==> src/rtl/crg_pkg.sv <==
// Shared types for the card reset / clock request gating block.
// Assumes: all control inputs are single-bit level signals.
package crg_pkg;

    // Control inputs, grouped so they can be synchronized as one vector.
    typedef struct packed {
        logic aux_ok;
        logic sys_on;
        logic card_in;
        logic host_rst_a_n;
        logic host_rst_b_n;
        logic host_clken_n;
        logic card_clkreq_n;
    } ctl_t;

    localparam int CTL_W = $bits(ctl_t);

endpackage

==> src/rtl/crg_sync.sv <==
// Multi-stage synchronizer for a vector of asynchronous level inputs.
// Assumes: bits are independent levels (no bus coherency is needed);
// STAGES >= 1; reset value is all zeros.
module crg_sync #(
    parameter int WIDTH  = 8,
    parameter int STAGES = 2
) (
    input  logic             clk,
    input  logic             rst_n,
    input  logic [WIDTH-1:0] d_i,
    output logic [WIDTH-1:0] q_o
);

    logic [STAGES-1:0][WIDTH-1:0] pipe;

    for (genvar s = 0; s < STAGES; s++) begin : g_stage
        if (s == 0) begin : g_first
            // First capture stage samples the raw inputs.
            always_ff @(posedge clk) begin
                if (!rst_n) pipe[s] <= '0;
                else        pipe[s] <= d_i;
            end
        end else begin : g_next
            // Later stages shift the previous stage along.
            always_ff @(posedge clk) begin
                if (!rst_n) pipe[s] <= '0;
                else        pipe[s] <= pipe[s-1];
            end
        end
    end

    assign q_o = pipe[STAGES-1];

endmodule

==> src/rtl/crg_release_timer.sv <==
// Release delay counter. Counts consecutive cycles with qual_i high and
// raises done_o once DELAY_CYCLES such cycles have passed. Any low cycle
// clears the count and done_o at once.
// Assumes: DELAY_CYCLES >= 1.
module crg_release_timer #(
    parameter int DELAY_CYCLES = 10000
) (
    input  logic clk,
    input  logic rst_n,
    input  logic qual_i,
    output logic done_o
);

    localparam int CNT_W = (DELAY_CYCLES > 1) ? $clog2(DELAY_CYCLES) : 1;
    localparam logic [CNT_W-1:0] LAST = CNT_W'(DELAY_CYCLES - 1);

    logic [CNT_W-1:0] cnt;

    // Count qualified cycles, restart on any dropout, latch completion.
    always_ff @(posedge clk) begin
        if (!rst_n || !qual_i) begin
            cnt    <= '0;
            done_o <= 1'b0;
        end else if (!done_o) begin
            if (cnt == LAST) done_o <= 1'b1;
            else             cnt    <= cnt + 1'b1;
        end
    end

endmodule

==> src/rtl/crg_clkreq_gate.sv <==
// Reference clock request gating. Combines the host and card requests
// (both active low) with power and presence qualifiers. The output is
// parked high and undriven while the auxiliary supply is absent.
// Assumes: inputs are already synchronized.
module crg_clkreq_gate
    import crg_pkg::*;
(
    input  ctl_t ctl_i,
    input  logic pg_all_i,
    output logic clkreq_n_o,
    output logic clkreq_oe_o
);

    logic powered;

    // Decide whether the clock request may be pulled low.
    always_comb begin
        powered     = ctl_i.aux_ok & ctl_i.sys_on & ctl_i.card_in & pg_all_i;
        clkreq_n_o  = ~(powered & ~ctl_i.host_clken_n & ~ctl_i.card_clkreq_n);
        clkreq_oe_o = ctl_i.aux_ok;
    end

endmodule

==> src/rtl/card_rst_clk_gate.sv <==
// Top of the card reset and clock request gating block.
// Synchronizes all control inputs, qualifies the reset release with a
// counted delay, and gates the clock request.
// Assumes: inputs are asynchronous levels; DELAY_CYCLES is set to match
// the wanted release delay at the block clock frequency.
module card_rst_clk_gate
    import crg_pkg::*;
#(
    parameter int NUM_RAILS    = 3,
    parameter int SYNC_STAGES  = 2,
    parameter int DELAY_CYCLES = 10000
) (
    input  logic                 clk,
    input  logic                 rst_n,
    input  logic                 aux_ok_i,
    input  logic                 sys_on_i,
    input  logic                 card_in_i,
    input  logic                 host_rst_a_n_i,
    input  logic                 host_rst_b_n_i,
    input  logic                 host_clken_n_i,
    input  logic                 card_clkreq_n_i,
    input  logic [NUM_RAILS-1:0] rail_good_i,
    output logic                 card_rst_n_o,
    output logic                 clkreq_n_o,
    output logic                 clkreq_oe_o
);

    localparam int SYNC_W = CTL_W + NUM_RAILS;

    ctl_t                 ctl_raw;
    ctl_t                 ctl_q;
    logic [NUM_RAILS-1:0] pg_q;
    logic                 pg_all;
    logic                 rst_qual;
    logic                 delay_done;

    // Gather raw control inputs into one struct.
    always_comb begin
        ctl_raw.aux_ok        = aux_ok_i;
        ctl_raw.sys_on        = sys_on_i;
        ctl_raw.card_in       = card_in_i;
        ctl_raw.host_rst_a_n  = host_rst_a_n_i;
        ctl_raw.host_rst_b_n  = host_rst_b_n_i;
        ctl_raw.host_clken_n  = host_clken_n_i;
        ctl_raw.card_clkreq_n = card_clkreq_n_i;
    end

    crg_sync #(
        .WIDTH  (SYNC_W),
        .STAGES (SYNC_STAGES)
    ) u_sync (
        .clk   (clk),
        .rst_n (rst_n),
        .d_i   ({ctl_raw, rail_good_i}),
        .q_o   ({ctl_q, pg_q})
    );

    // Reset release qualifiers on the synchronized inputs.
    always_comb begin
        pg_all   = &pg_q;
        rst_qual = ctl_q.aux_ok & ctl_q.sys_on & ctl_q.card_in &
                   ctl_q.host_rst_a_n & ctl_q.host_rst_b_n & pg_all;
    end

    crg_release_timer #(
        .DELAY_CYCLES (DELAY_CYCLES)
    ) u_timer (
        .clk    (clk),
        .rst_n  (rst_n),
        .qual_i (rst_qual),
        .done_o (delay_done)
    );

    // Reset is released only with live qualifiers and a completed delay.
    assign card_rst_n_o = rst_qual & delay_done;

    crg_clkreq_gate u_clkreq (
        .ctl_i       (ctl_q),
        .pg_all_i    (pg_all),
        .clkreq_n_o  (clkreq_n_o),
        .clkreq_oe_o (clkreq_oe_o)
    );

endmodule

==> config.mk <==
export PLATFORM = sky130hd
export DESIGN_NAME = card_rst_clk_gate
export DESIGN_NICKNAME = d
export VERILOG_FILES = /design/src/rtl/crg_pkg.sv /design/src/rtl/crg_sync.sv /design/src/rtl/crg_release_timer.sv /design/src/rtl/crg_clkreq_gate.sv /design/src/rtl/card_rst_clk_gate.sv
export SDC_FILE = /design/constraint.sdc
export NUM_CORES = 1
export LEC_CHECK = 0
export CAP_MARGIN = 20
export CORE_MARGIN = 2
export CORE_UTILIZATION = 50
export DETAILED_ROUTE_END_ITERATION = 10
export HOLD_SLACK_MARGIN = 0.08
export PLACE_DENSITY = 0.72
export SYNTH_ARGS = -nofsm -noshare
export SYNTH_HDL_FRONTEND = slang
export SYNTH_SLANG_ARGS = --single-unit
==> constraint.sdc <==
create_clock -name clk -period 1.9 [get_ports clk]
set_input_delay 0.57 -clock clk [delete_from_list [all_inputs] [get_ports clk]]
set_output_delay 0.57 -clock clk [all_outputs]
set_load 0.01 [all_outputs]
==> impl_metrics.json, run 1 <==
{
  "grt_max_degree": 21,
  "ys_types": 27,
  "worstReg2RegStart": "u_timer.cnt[4]",
  "crit_chain": "clkdlybuf4s50_1",
  "clock_latency_ns": 0.33,
  "crit_start": "u_sync.q_o[9]",
  "cts_buffers": 5,
  "drt-total-wl_mm": 2.01,
  "synthesis.area_um2": 1280,
  "fin_nets": 159,
  "yosys_warnings": 0,
  "drive_gt1_share_pct": 12.3,
  "dp_hpwl_mm": 1.44,
  "io_pins": 15,
  "avgSynthCellArea_um2": 10.2,
  "hold_class": "register to register",
  "powerDensity_nw_per_um2": 788,
  "post_cts_buffers": 0,
  "arrival_ns": 1.18,
  "ys_seq_elements": 35,
  "vias": 877,
  "area_growth_pct": 18.4,
  "max_freq_mhz": 571,
  "status": "finished, final reports clean",
  "die_h_um": 54.7,
  "critPathCaptureType": "primary output",
  "slew_headroom_pct": 70.6,
  "period_share_pct": 92.1,
  "wire_per_inst_um": 11.4,
  "cts_max_level": 2,
  "fin_crit_ns": 1.75,
  "dp.cells": 169,
  "cts_tree": "built",
  "fin_util_pct": 62.0,
  "ys_seq_area_share_pct": 54.5,
  "syn_nets": 139,
  "drt-vias-per-instance": 4.98,
  "die_w_um": 54.7,
  "placementRows": 18,
  "postSynthCellCount": 126,
  "critPathTopFamily": "buffers and inverters",
  "crit_slowest_cell": "clkdlybuf4s50_1",
  "drt-initial-drc-count": 12,
  "grt_pass1_vias": 823,
  "grt_antenna_before_repair": 0,
  "fin_tns_setup_ns": 0,
  "worst_hold_slack_ns": 0.440,
  "first_pass_iters": 4,
  "final_common_cell": "dfxtp_1",
  "leakage_nw": 0.585,
  "critPathKind": "register to primary output",
  "grt_pass1_wl_mm": 3.33,
  "startpoint_type": "register",
  "drc": 0,
  "stdcell_count": 176,
  "pre_cts_ws_ns": 0.0652,
  "setup_slack_ns": 0.149,
  "fp.dieArea_um2": 2990,
  "rsz0062_at_grt": "false",
  "cap_violations": 0,
  "cp_max_fo": 2,
  "layout_common_cells": "dfxtp_1 (33), and2_1 (21), nor2_1 (14)",
  "cts_root_buffer": "clkbuf_4",
  "final_area_um2": 1520,
  "cts_buffer_depth": 2,
  "ir_worst_vdd_mv": 0.536,
  "grt_overflow_total": 0,
  "start_util_pct": 52.3,
  "total_power_mw": 1.20,
  "placed_area_um2": 1470,
  "setup_viol": 0,
  "diodes": 0,
  "port_buffers": 14,
  "cpPeakStageDelay_ns": 0.53,
  "cts.sinks": 35,
  "min_from": "u_sync.pipe[6]",
  "finalMaxSlewViolations": 0,
  "required_ns": 1.33,
  "core-area_um2": 2450,
  "cp_num_buf_inv": 1,
  "cts_hold_buf": 0,
  "ant_nets": 0,
  "finalHoldViolCount": 0,
  "gp_congestion": 0.680,
  "track_usage_pct": 16.5,
  "tightest_slew_ns": 0.438,
  "clock_skew_ns": 0.00930,
  "cts.clk_slew.worst_paths_ns": 0.10
}
-- synth_stat cells --
cell type	count	area, um^2
clkbuf_1	4	15.0
or3_1	2	12.5
and4b_1	1	10.0
and3_1	3	18.8
and4_1	2	17.5
nor2_1	15	56.3
a41oi_2	1	16.3
nor3_1	2	10.0
nand3_1	4	20.0
dfxtp_1	35	701
nand4b_4	1	23.8
inv_1	1	3.75
o21ai_0	1	5.00
xor2_1	3	26.3
nand3b_1	2	15.0
and2_1	21	131
nor4_1	2	12.5
nand4_1	5	31.3
a21oi_1	3	15.0
nand2_1	5	18.8
a41oi_1	1	8.76
mux2i_1	1	10.0
xnor2_1	7	61.3
or2b_1	1	7.51
a21bo_1	1	10.0
ha_1	1	12.5
nor4b_2	1	15.0
-- cell families (layout without fill, tap and decap cells) --
logic type | count (synthesis) | after routing | share of synthesized area, %
muxes | 1 | 1 | 0.779
buffers and inverters | 5 | 25 | 1.46
xor gates and xnor gates | 10 | 10 | 6.82
DFF | 35 | 35 | 54.5
and+or+nand+nor | 67 | 67 | 31.2
AOI/OAI and AO/OA | 7 | 7 | 4.28
adders and majority gates | 1 | 1 | 0.974
-- flip-flops by register name, summed over array words and instances (netlist names) --
signal	cells
u_sync.pipe	10
u_sync.q_o	10
u_timer.cnt	14
u_timer.done_o	1
-- final timing paths --
path	endpoint	slack, ns	cells after the start
min	u_sync.q_o[6]	0.44	1
min reg2reg	u_sync.q_o[6]	0.44	1
max	clkreq_oe_o	0.15	1
max reg2reg	u_timer.cnt[13]	0.31	4
-- area by class of cell --
| type | count | area [um^2] |
|---|---|---|
| well taps | 30 | 37.5 |
| clock inverters | 1 | 5.00 |
| repair buffers | 17 | 153 |
| multi-input cells | 86 | 568 |
| clock buffers | 6 | 51.3 |
| inverters | 1 | 3.75 |
| flip-flops and latches | 35 | 703 |
| fillers | 206 | 933 |
-- metal layers --
metal  GRT usage [%]  wire, um  up-vias
met5               0         0        -
met4            7.50        21        0
met3            8.74        97        4
met2            28.0      1010       16
met1            16.5       881      392
li1                -         -      465
-- what timing repair did --
item / 4_1_cts / 5_1_grt
pin swaps: 1 / 0
endpoints found under the setup margin: 2 / 2
resized for setup: 5 / 5
-- report_power, final --
group          total (mW)  internal, mW  switching (mW)  leakage, nW
Clock               0.398         0.171           0.227       0.0341
Combinational      0.0430        0.0317          0.0113        0.264
Sequential          0.758         0.753         0.00450        0.287
(Power assumes the default switching activity.)
==> inputs of run 2 (changes only) <==
--- a/config.mk
+++ b/config.mk
@@ -5,8 +5,10 @@
 export SDC_FILE = /design/constraint.sdc
 export NUM_CORES = 1
 export LEC_CHECK = 0
+export ABC_AREA = 1
 export CAP_MARGIN = 20
-export CORE_MARGIN = 2
+export CORE_ASPECT_RATIO = 1.4
+export CORE_MARGIN = 4
 export CORE_UTILIZATION = 50
 export DETAILED_ROUTE_END_ITERATION = 10
 export HOLD_SLACK_MARGIN = 0.08
==> impl_metrics.json, run 2 <==
{
  "die_h_um": 71.9,
  "synth-async-reset-ratio_pct": 0,
  "cts_max_level": 2,
  "ys.flop_type": "dfxtp_1",
  "required_ns": 1.33,
  "diodes": 0,
  "route.met3.wl_um": 148,
  "fin_nets": 232,
  "stdcell_count": 256,
  "start_util_pct": 54.0,
  "yosys.area_share.simple_pct": 30.9,
  "vias": 1197,
  "crit_start": "u_sync.q_o[9]",
  "cts.sinks": 35,
  "worst_hold_slack_ns": 0.415,
  "max_freq_mhz": 565,
  "min_to": "u_sync.q_o[7]",
  "synth_area_leaders": "dfxtp_1 (48%), nand2_1 (14%), inv_1 (9.5%), nor2_1 (4.1%), a21oi_1 (3.4%)",
  "pre_cts_ws_ns": 0.0591,
  "wire_per_inst_um": 9.64,
  "fin_tns_setup_ns": 0,
  "dr.max_layer_used": "met4",
  "cap_violations": 0,
  "ys_seq_elements": 35,
  "layout_common_cells": "nand2_1 (55), inv_1 (37), dfxtp_1 (33)",
  "fin_util_pct": 65.0,
  "grt_overflow_total": 0,
  "hold_class": "register to register",
  "status": "finished, final reports clean",
  "drive_gt1_share_pct": 15.9,
  "fin_crit_ns": 1.77,
  "ff2ff_path_depth": 8,
  "r2r_setup_slack_ns": 0.52,
  "tightest_slew_ns": 0.222,
  "regMostFlops": "u_timer.cnt",
  "avgSynthCellArea_um2": 7.39,
  "io_pins": 15,
  "synth_top_family_by_area": "simple AND/OR/NAND/NOR gates",
  "crit_chain": "nand3_1, nor2_2, nand3_2, nor2_1, buf_2",
  "synth_xor_area_share_pct": 0.601,
  "critPathTopFamily": "simple AND/OR/NAND/NOR gates",
  "crit_slowest_cell": "dfxtp_2",
  "cts_root_buffer": "clkbuf_4",
  "synthMuxAreaShare_pct": 0,
  "synth_top_area_share_pct": 48.1,
  "cts_buffers": 5,
  "placementRows": 22,
  "largest_reg_flops": 14,
  "drt-total-wl_mm": 2.47,
  "grt_max_degree": 21,
  "arrival_ns": 1.20,
  "yosysMostFrequentCell": "nand2_1",
  "min_from": "u_sync.pipe[7]",
  "ant_nets": 0,
  "startpoint_type": "register",
  "cts_tree": "built",
  "first_pass_iters": 4,
  "leakage_nw": 0.803,
  "hold_path_depth": 2,
  "dp_hpwl_mm": 1.87,
  "fp.dieArea_um2": 3850,
  "cpPeakStageDelay_ns": 0.34,
  "ys_types": 23,
  "finalHoldViolCount": 0,
  "cp_num_buf_inv": 1,
  "critPathKind": "register to primary output",
  "synthesis.area_um2": 1460,
  "die_w_um": 53.6,
  "ys_seq_area_share_pct": 48.1,
  "total_power_mw": 1.47,
  "clock_skew_ns": 0.00767,
  "drc": 0,
  "rsz0062_at_grt": "true",
  "cts_hold_buf": 0,
  "setup_slack_ns": 0.129,
  "setup_viol": 0,
  "track_usage_pct": 15.6,
  "dp.cells": 247,
  "powerDensity_nw_per_um2": 837,
  "ir_worst_vdd_mv": 0.679,
  "yosys_warnings": 0,
  "synth.largest_area_cell": "dfxtp_1",
  "finalMaxSlewViolations": 0,
  "wl_met2_mm": 1.38,
  "area_growth_pct": 20.4,
  "drt-vias-per-instance": 4.68,
  "crit-reg2reg-capture": "u_timer.cnt[8]",
  "synth_edf_count": 0,
  "clock_latency_ns": 0.33,
  "syn_nets": 210,
  "cts_buffer_depth": 2,
  "cp_max_fo": 2,
  "postSynthCellCount": 197,
  "yosys-top-cells-count": "nand2_1 (55), inv_1 (37), dfxtp_1 (35)",
  "synthAdderAreaFrac_pct": 0.859,
  "route.layer.met1.wl_um": 925,
  "placed_area_um2": 1650,
  "synth_compound_area_share_pct": 7.65,
  "cts.clk_slew.worst_paths_ns": 0.11,
  "grt_antenna_before_repair": 0,
  "final_area_um2": 1750,
  "worstReg2RegStart": "u_timer.cnt[1]",
  "port_buffers": 14,
  "final_common_cell": "nand2_1",
  "grt_pass1_vias": 1154,
  "period_share_pct": 93.2,
  "gp_congestion": 0.781,
  "grt_pass1_wl_mm": 4.46,
  "drt-initial-drc-count": 40,
  "n_fill_cell": 262,
  "slew_headroom_pct": 85.2,
  "core-area_um2": 2700,
  "critPathCaptureType": "primary output"
}
[run 2: layer usage]
layer | global-route usage, % | vias up
met2 | 27.6 | 24
li1 | - | 631
met1 | 15.1 | 539
met3 | 6.86 | 3
met4 | 6.53 | 0
met5 | 0 | -
[run 2: area by class of cell]
class                           instances  area, um^2  area share [%]
Sequential cell                        35         703            40.1
Inverter                               41         154            8.78
Timing Repair Buffer                   18         163            9.28
Multi-Input combinational cell        118         583            33.3
Clock inverter                          3        67.6            3.85
Clock buffer                            5        37.5            2.14
Tap cell                               36        45.0            2.57
[run 2: worst max path at each step]
stage | to | slack (ns) | cells after the start
after floorplan | card_rst_n_o | 0.49 | 4
after CTS | card_rst_n_o | -0.004 | 5
after global routing | card_rst_n_o | -0.01 | 5
after global placement | card_rst_n_o | 0.07 | 5
after detailed placement | card_rst_n_o | 0.06 | 5
final | card_rst_n_o | 0.13 | 5
[run 2: report_power, final]
part	switching (mW)	leakage (nW)	internal, mW
combinational	0.0187	0.465	0.0299
sequential	0.00500	0.287	0.753
clock	0.251	0.0514	0.409
total	0.275	0.803	1.19
[run 2: kinds of logic after synthesis]
group,Yosys count
buf+inv,44
fa+ha+maj,1
simple gates,96
compound gates,20
xor+xnor,1
flops,35
[run 2: worst reg2reg max path: cells and delay by family, from the launching register on]
kind,cells,cell delay [ns]
DFF,1,0.38
adders and majority gates,1,0.23
buffers and inverters,2,0.15
and+or+nand+nor,4,0.41
AOI/OAI and AO/OA,1,0.12
[run 2: repair_timing]
action                     4_1_cts  5_1_grt
pin swaps                        0        1
resized for setup                4        6
setup endpoints to repair        2        3
buffers inserted                 0        1
